$ cat src/rtl/hb_sup_pkg.sv
package hb_sup_pkg;

  typedef enum logic {
    ST_HOLD = 1'b0,
    ST_RUN  = 1'b1
  } supState_e;

  // Strobes from the control to the datapath
  typedef struct packed {
    logic holdWdog;    // keep the timeout counter at zero
    logic clrStretch;  // restart the stretch counter
    logic incStretch;  // advance the stretch counter
  } supStrobe_t;

endpackage

$ cat src/rtl/hb_sup_datapath.sv
module hb_sup_datapath
  import hb_sup_pkg::*;
#(
  parameter int TIMEOUT_CYC = 32_000_000,
  parameter int STRETCH_CYC = 5_600_000,
  parameter int SYNC_STAGES = 2
) (
  input  logic       clk,
  input  logic       rstN,
  input  logic       hbIn,
  input  logic       hbFloat,
  input  supStrobe_t strobes,
  output logic       wdExpire,
  output logic       stretchDone
);

  localparam int WD_W = $clog2(TIMEOUT_CYC);
  localparam int ST_W = $clog2(STRETCH_CYC);
  localparam logic [WD_W-1:0] WD_LAST = WD_W'(TIMEOUT_CYC - 1);
  localparam logic [WD_W-1:0] FLOAT_CLR = WD_W'((TIMEOUT_CYC * 7) / 8);
  localparam logic [ST_W-1:0] ST_LAST = ST_W'(STRETCH_CYC - 1);

  // Heartbeat synchronizer chain
  logic [SYNC_STAGES-1:0] syncChain;

  always_ff @(posedge clk or negedge rstN) begin
    if (!rstN) syncChain[0] <= 1'b0;
    else       syncChain[0] <= hbIn;
  end

  for (genvar s = 1; s < SYNC_STAGES; s++) begin : g_sync
    always_ff @(posedge clk or negedge rstN) begin
      if (!rstN) syncChain[s] <= 1'b0;
      else       syncChain[s] <= syncChain[s-1];
    end
  end

  logic hbSynced;
  logic hbPrev;
  assign hbSynced = syncChain[SYNC_STAGES-1];

  always_ff @(posedge clk or negedge rstN) begin
    if (!rstN) hbPrev <= 1'b0;
    else       hbPrev <= hbSynced;
  end

  // Either polarity of change is a heartbeat
  logic hbToggle;
  logic useToggle;
  logic floatClr;
  logic [WD_W-1:0] wdCount;

  assign hbToggle  = hbSynced ^ hbPrev;
  assign useToggle = hbToggle && !hbFloat;
  assign floatClr  = hbFloat && (wdCount >= FLOAT_CLR);
  assign wdExpire  = !strobes.holdWdog && !useToggle && !floatClr && (wdCount == WD_LAST);

  always_ff @(posedge clk or negedge rstN) begin
    if (!rstN) begin
      wdCount <= '0;
    end else if (strobes.holdWdog || useToggle || floatClr || wdExpire) begin
      wdCount <= '0;
    end else begin
      wdCount <= wdCount + 1'b1;
    end
  end

  // Reset stretch counter
  logic [ST_W-1:0] stCount;

  assign stretchDone = (stCount == ST_LAST);

  always_ff @(posedge clk or negedge rstN) begin
    if (!rstN) begin
      stCount <= '0;
    end else if (strobes.clrStretch) begin
      stCount <= '0;
    end else if (strobes.incStretch) begin
      stCount <= stCount + 1'b1;
    end
  end

  // counter frozen while reset is held
  assert_frozen_in_reset_R5: assert property (@(posedge clk) disable iff (!rstN)
    strobes.holdWdog |=> (wdCount == '0));

  // a seen heartbeat restarts the count even at the expiry point
  assert_toggle_clears_R8: assert property (@(posedge clk) disable iff (!rstN)
    useToggle |=> (wdCount == '0));

  // in disabled mode the count never passes the internal clear point
  assert_float_bound_R6: assert property (@(posedge clk) disable iff (!rstN)
    ($past(hbFloat) && hbFloat) |-> (wdCount <= FLOAT_CLR));

  // stretch counter never runs past its last value
  assert_stretch_bound_R2: assert property (@(posedge clk) disable iff (!rstN)
    stretchDone |=> (stCount <= ST_LAST));

endmodule

$ cat src/rtl/hb_sup_control.sv
module hb_sup_control
  import hb_sup_pkg::*;
(
  input  logic       clk,
  input  logic       rstN,
  input  logic       supplyOk,
  input  logic       wdExpire,
  input  logic       stretchDone,
  output supStrobe_t strobes,
  output logic       resetN
);

  supState_e state;
  supState_e stateNext;

  always_comb begin
    stateNext = state;
    unique case (state)
      ST_HOLD: if (supplyOk && stretchDone) stateNext = ST_RUN;
      ST_RUN:  if (!supplyOk || wdExpire)   stateNext = ST_HOLD;
      default: stateNext = ST_HOLD;
    endcase
  end

  always_ff @(posedge clk or negedge rstN) begin
    if (!rstN) state <= ST_HOLD;
    else       state <= stateNext;
  end

  always_comb begin
    strobes.holdWdog   = (state == ST_HOLD);
    strobes.clrStretch = (state == ST_RUN) || !supplyOk;
    strobes.incStretch = (state == ST_HOLD) && supplyOk && !stretchDone;
  end

  assign resetN = (state == ST_RUN);

  // undervoltage asserts reset on the next edge
  assert_uv_asserts_R7: assert property (@(posedge clk) disable iff (!rstN)
    !supplyOk |=> !resetN);

  // an expiry while running asserts reset
  assert_expire_asserts_R3: assert property (@(posedge clk) disable iff (!rstN)
    (resetN && wdExpire) |=> !resetN);

  // release only after a completed stretch with a good supply
  assert_release_after_stretch_R2: assert property (@(posedge clk) disable iff (!rstN)
    $rose(resetN) |-> ($past(stretchDone) && $past(supplyOk)));

endmodule

$ cat src/rtl/hb_supervisor.sv
module hb_supervisor
  import hb_sup_pkg::*;
#(
  parameter int TIMEOUT_CYC = 32_000_000,
  parameter int STRETCH_CYC = 5_600_000,
  parameter int SYNC_STAGES = 2
) (
  input  logic clk,
  input  logic rstN,
  input  logic supplyOk,
  input  logic hbIn,
  input  logic hbFloat,
  output logic resetN
);

  supStrobe_t strobes;
  logic       wdExpire;
  logic       stretchDone;

  hb_sup_datapath #(
    .TIMEOUT_CYC(TIMEOUT_CYC),
    .STRETCH_CYC(STRETCH_CYC),
    .SYNC_STAGES(SYNC_STAGES)
  ) i_datapath (
    .clk        (clk),
    .rstN       (rstN),
    .hbIn       (hbIn),
    .hbFloat    (hbFloat),
    .strobes    (strobes),
    .wdExpire   (wdExpire),
    .stretchDone(stretchDone)
  );

  hb_sup_control i_control (
    .clk        (clk),
    .rstN       (rstN),
    .supplyOk   (supplyOk),
    .wdExpire   (wdExpire),
    .stretchDone(stretchDone),
    .strobes    (strobes),
    .resetN     (resetN)
  );

endmodule

$ cat config.mk
export PLATFORM = sky130hd
export DESIGN_NAME = hb_supervisor
export DESIGN_NICKNAME = d
export VERILOG_FILES = /design/src/rtl/hb_sup_pkg.sv /design/src/rtl/hb_sup_datapath.sv /design/src/rtl/hb_sup_control.sv /design/src/rtl/hb_supervisor.sv
export SDC_FILE = /design/constraint.sdc
export NUM_CORES = 1
export LEC_CHECK = 0
export BUFFER_PORTS_ARGS = -buffer_cell sky130_fd_sc_hd__buf_2
export CORE_UTILIZATION = 30
export DETAILED_ROUTE_END_ITERATION = 10
export PLACE_DENSITY_LB_ADDON = 0.12
export SLEW_MARGIN = 40
export SYNTH_ARGS = -nofsm -noshare
export SYNTH_HDL_FRONTEND = slang
export SYNTH_SLANG_ARGS = --single-unit
$ cat constraint.sdc
create_clock -name clk -period 3.99 [get_ports clk]
set_input_delay 0.5985 -clock clk [delete_from_list [all_inputs] [get_ports clk]]
set_output_delay 0.5985 -clock clk [all_outputs]
set_load 0.005 [all_outputs]
After elaboration in Yosys (flattened, before gate mapping). Cells that the tools add are included.

Add/sub/neg operators: 2. Magnitude comparators: 1. Equal/unequal tests: 2. Mux-type cells: 6. Bitwise logic cells: 2. Reductions and logical operators: 19.

Operators with widths (number): 23-bit two-way mux (2); 25-bit by 1-bit adder with 25-bit output, second input constant (1); 25-bit equality test, second input constant (1); 25-bit >= comparator, second input constant (1); 25-bit two-way mux (1); 23-bit by 1-bit adder with 23-bit output, second input constant (1); 23-bit equality test, second input constant (1); 1-bit logical AND (8); 1-bit zero test (5); 1-bit logical OR (5); 1-bit two-way mux (2); 1-bit case mux with 2 select lines (1); 2-bit nonzero test (1); 1-bit inverter (1); 1-bit bitwise XOR (1).

Register bits: 52. Input bits: 5. Output and inout bits: 1.

Longest topological paths before layout.
Depth after elaboration: 9. Depth in mapped cells: 7.

By module. Synthesis repeated with hierarchy kept, for this count alone.

Cells, all modules: 299. Area total of the unflattened synthesis: 2831.5 µm².

By module, submodules not included: hb_sup_datapath (instances 1, cells an instance 293, area each 2768.9 µm², sequential area each 1276.2 µm²); hb_sup_control (instances 1, cells an instance 6, area each 62.6 µm², sequential area each 25.0 µm²).

Worst setup path after synthesis. Ideal clock, no wire load.

Path kind: reg2reg. From: register i_datapath.wdCount[0]. To: register i_datapath.wdCount[23]. Setup time: 0.119 ns. Arrival time: 1.646 ns. Data required time: 3.871 ns. Setup slack: 2.225 ns. Cell stages (with the launch flop): 7. Clock period less this slack: 1.765 ns. Cells stage by stage: dfrtp_1 > ha_1 > nand3_1 > or4_4 > nand4_4 > buf_6 > nor2_2.

Cells in the longest elaborated chain, start to end: 7.

RTL lines: from (decl) (RTL line hb_sup_datapath.sv:51) `logic [WD_W-1:0] wdCount;`; from (signal assigned) (RTL line hb_sup_datapath.sv:64) `wdCount <= wdCount + 1'b1;`; 25-bit >= comparator (RTL line hb_sup_datapath.sv:55) `assign floatClr = hbFloat && (wdCount >= FLOAT_CLR);`; 1-bit logical AND (RTL line hb_sup_datapath.sv:55); 1-bit zero test (RTL line hb_sup_datapath.sv:56) `assign wdExpire = !strobes.holdWdog && !useToggle && !floatClr && (wdCount == WD_LAST);`; 1-bit logical AND (2 in a row) (RTL line hb_sup_datapath.sv:56); 1-bit logical OR (RTL line hb_sup_datapath.sv:61) `end else if (strobes.holdWdog || useToggle || floatClr || wdExpire) begin`; 25-bit two-way mux (*) (RTL line hb_sup_datapath.sv:61).

Mark *: on every way between the ends. The rest lies on a longest branch, timed or not. A chain may end at the register's enable or synchronous reset.

Worst setup path after layout.
From: register i_control.state, in the netlist i_control.resetN. To: register i_datapath.stCount[5].

Cells in the longest elaborated chain, start to end: 4.

RTL lines: from (decl) (RTL line hb_sup_control.sv:13) `supState_e state;`; from (signal assigned) (RTL line hb_sup_control.sv:27) `else state <= stateNext;`; 1-bit inverter (RTL line hb_sup_control.sv:33) `strobes.incStretch = (state == ST_HOLD) && supplyOk && !stretchDone;`; 1-bit logical AND (2 in a row) (RTL line hb_sup_control.sv:33); 2-bit nonzero test (no source line); to (signal assigned) (RTL line hb_sup_datapath.sv:79) `stCount <= stCount + 1'b1;`; to (decl) (RTL line hb_sup_datapath.sv:69) `logic [ST_W-1:0] stCount;`.

Parallel ways exist; a longest one is shown, timed or not.

==> flow_summary.json <==
{
  "seqPwrFrac_pct": 57.4,
  "p_per_area_nw_per_um2": 312,
  "synth_area_leaders": "dfrtp_1 48%, xnor2_1 6.1%, xor2_1 6.1%, nor2_2 4.6%, nor2_1 3.8%",
  "cp_common_cell": "or4_1",
  "die_x_um": 97.5,
  "swShare_pct": 22.3,
  "synth_warnings": 0,
  "ys_ff_latch": 52,
  "dieHeight_um": 97.5,
  "hold_buffers": 0,
  "critPathMaxStageDelay_ns": 0.58,
  "power_frac_comb_pct": 2.9,
  "fillers": 909,
  "endpoint_kind": "register",
  "outcome": "finished clean",
  "cts_buffers": 5,
  "cp.depth": 6,
  "setup_viol": 0,
  "startpoint_type": "register",
  "final_core_util_pct": 34.1,
  "cts_setup_buffers": 0,
  "slew_violations": 0,
  "synth_ff_type": "dfrtp_1",
  "num_vias": 1890,
  "dieArea_um2": 9500,
  "slowest_stage": "nor3_2",
  "grt_setup_unrepaired": "no",
  "nets": 292,
  "hold_viol_final": 0,
  "first_pass_iters": 4,
  "drive_above_1_share_pct": 17.9,
  "diodes": 0,
  "area_growth_pct": 9.10,
  "vias_per_cell": 4.81,
  "cts_num_sinks": 52,
  "finalClockSkew_ns": 0.0113,
  "vdd_drop_max_v": 0.000150,
  "core_um2": 8760,
  "syn_nets": 283,
  "fmax_mhz": 439,
  "fin_tns_setup_ns": 0,
  "wirelength_um": 5300,
  "grt_start_max_net_pins": 34,
  "critPathTopFamily": "simple AND/OR/NAND/NOR gates",
  "avgSynthCellArea_um2": 9.95,
  "crit_path_max_fanout": 20,
  "cp_cell_sequence": "nand2b_1 > buf_4 > or4_1 > nor3_2 > or4_1 > a21oi_1",
  "r2r_cells": 6,
  "cts_tree": "done",
  "track_usage_pct": 12.3,
  "netlist-cell-type-count": 43,
  "final_common_cell": "dfrtp_1",
  "synth_cells": 275,
  "clkLatencyLatePin_ns": 0.31,
  "clock_path_buffers": 2,
  "synth_area_um2": 2740,
  "grt_pass1_wl_um": 9470,
  "synth_edf_count": 0,
  "critPathArrivalTime_ns": 2.46,
  "final_period_minus_worst_setup_slack_ns": 2.28,
  "gp_congestion": 0.706,
  "antenna_found_initial": 0,
  "layout_common_cells": "52 x dfrtp_1, 28 x nor2_1, 24 x nand2_1",
  "worstMarginPinSlew_ns": 0.663,
  "dr.first_iter.drc_count": 94,
  "clockPowerShare_pct": 39.7,
  "detail-route-antenna-nets": 0,
  "cts_max_level": 2,
  "start_util_pct": 31.2,
  "cts-root-buf": "clkbuf_8",
  "path_clk_slew_ns": 0.10,
  "power.leakage_nw": 1.14,
  "row_count": 34,
  "hp-class": "in2async",
  "seq_area_frac_synth_pct": 47.6,
  "path_class": "reg2reg",
  "fin_hold_ws_ns": 0.216,
  "p_int_uw": 724,
  "crit_buf_inv": 1,
  "drv_cap": 0,
  "slew_headroom_pct": 55.6,
  "post-dp-hpwl_um": 3660,
  "drc": 0,
  "async_flop_share_pct": 100,
  "power.net_switching_uw": 208,
  "synth_top_area_share_pct": 47.6,
  "avgRoutedWirePerCell_um": 13.5,
  "min_period_over_period_pct": 57.0,
  "io_buffer_count": 5,
  "overflow": 0,
  "synth_top_area_cell": "dfrtp_1",
  "pin_count": 6,
  "grt_pass1_vias": 1867,
  "worstPathRequired_ns": 4.18,
  "cts_resized": 0
}
==> cell usage after synthesis (4+ instances only) <==
master,number
dfrtp_1,52
nor2_1,28
nand2_1,24
nand3_1,20
nor2_2,20
xnor2_1,19
xor2_1,19
nand4_1,11
nor3_1,10
and3_1,8
a21oi_1,6
inv_1,5
and4_1,4
==> flip-flops by register name (all words and copies together), names as in the netlist <==
register,flops
i_datapath.syncChain,1
i_control.resetN,1
i_datapath.stCount,23
i_datapath.hbSynced,1
i_datapath.hbPrev,1
i_datapath.wdCount,25
==> layout make-up <==
type                            count  area, um^2  area share (%)
Multi-Input combinational cell    211        1370            45.9
Inverter                            7        26.3           0.881
Clock buffer                        5        68.8            2.31
Sequential cell                    52        1300            43.6
Tap cell                          108         135            4.53
Clock inverter                      3        42.5            1.43
Timing Repair Buffer                7        40.0            1.34
==> worst paths after layout <==
path                                                   start                                 end  slack (ns)
setup / recovery                  i_control.resetN$_DFF_PN0_   i_datapath.stCount[5]$_DFFE_PN0P_        1.71
hold / removal                                          rstN    i_datapath.wdCount[19]$_DFF_PN0_        0.22
setup reg to reg                  i_control.resetN$_DFF_PN0_   i_datapath.stCount[5]$_DFFE_PN0P_        1.71
hold reg to reg            i_datapath.syncChain[0]$_DFF_PN0_       i_datapath.hbSynced$_DFF_PN0_        0.36
max in group asynchronous                               rstN  i_datapath.stCount[11]$_DFFE_PN0P_        2.97
min in group clk           i_datapath.syncChain[0]$_DFF_PN0_       i_datapath.hbSynced$_DFF_PN0_        0.36
==> cell families after synthesis <==
family | Yosys count | share of synthesized area [%]
and+or+nand+nor | 150 | 31.8
DFF | 52 | 47.6
xor gates and xnor gates | 38 | 12.2
AOI/OAI and AO/OA | 20 | 4.71
buffers and inverters | 12 | 2.33
adders and majority gates | 3 | 1.37
==> metrics by stage <==
| step | setup WS [ns] | power [mW] | area, um^2 | cells |
|---|---|---|---|---|
| after detailed placement | 1.60 | 0.573 | 2870 | 385 |
| after floorplan | 2.22 | 0.554 | 2740 | 275 |
| after global routing | 1.54 | 0.972 | 2980 | 393 |
| after CTS | 1.70 | 0.952 | 2980 | 393 |
| after global placement | 1.63 | 0.574 | 2870 | 385 |
| final | 1.71 | 0.931 | 2980 | 393 |
==> layer usage <==
metal | vias up | global-route usage, % | share of wire, %
met4 | 0 | 3.73 | 1.2
met1 | 900 | 18.6 | 55
li1 | 970 | - | -
met3 | 5 | 2.81 | 2.3
met5 | - | 0 | 0
met2 | 15 | 17.3 | 41
==> power groups by stage <==
| stage | Combinational, mW | Clock, mW | Sequential (mW) |
|---|---|---|---|
| after global placement | 0.0285 | 0 | 0.545 |
| final | 0.0267 | 0.370 | 0.535 |
| after global routing | 0.0318 | 0.405 | 0.536 |
| after detailed placement | 0.0285 | 0 | 0.545 |
| after CTS | 0.0284 | 0.389 | 0.535 |
| after floorplan | 0.0102 | 0 | 0.544 |
(Power assumes the default switching activity.)
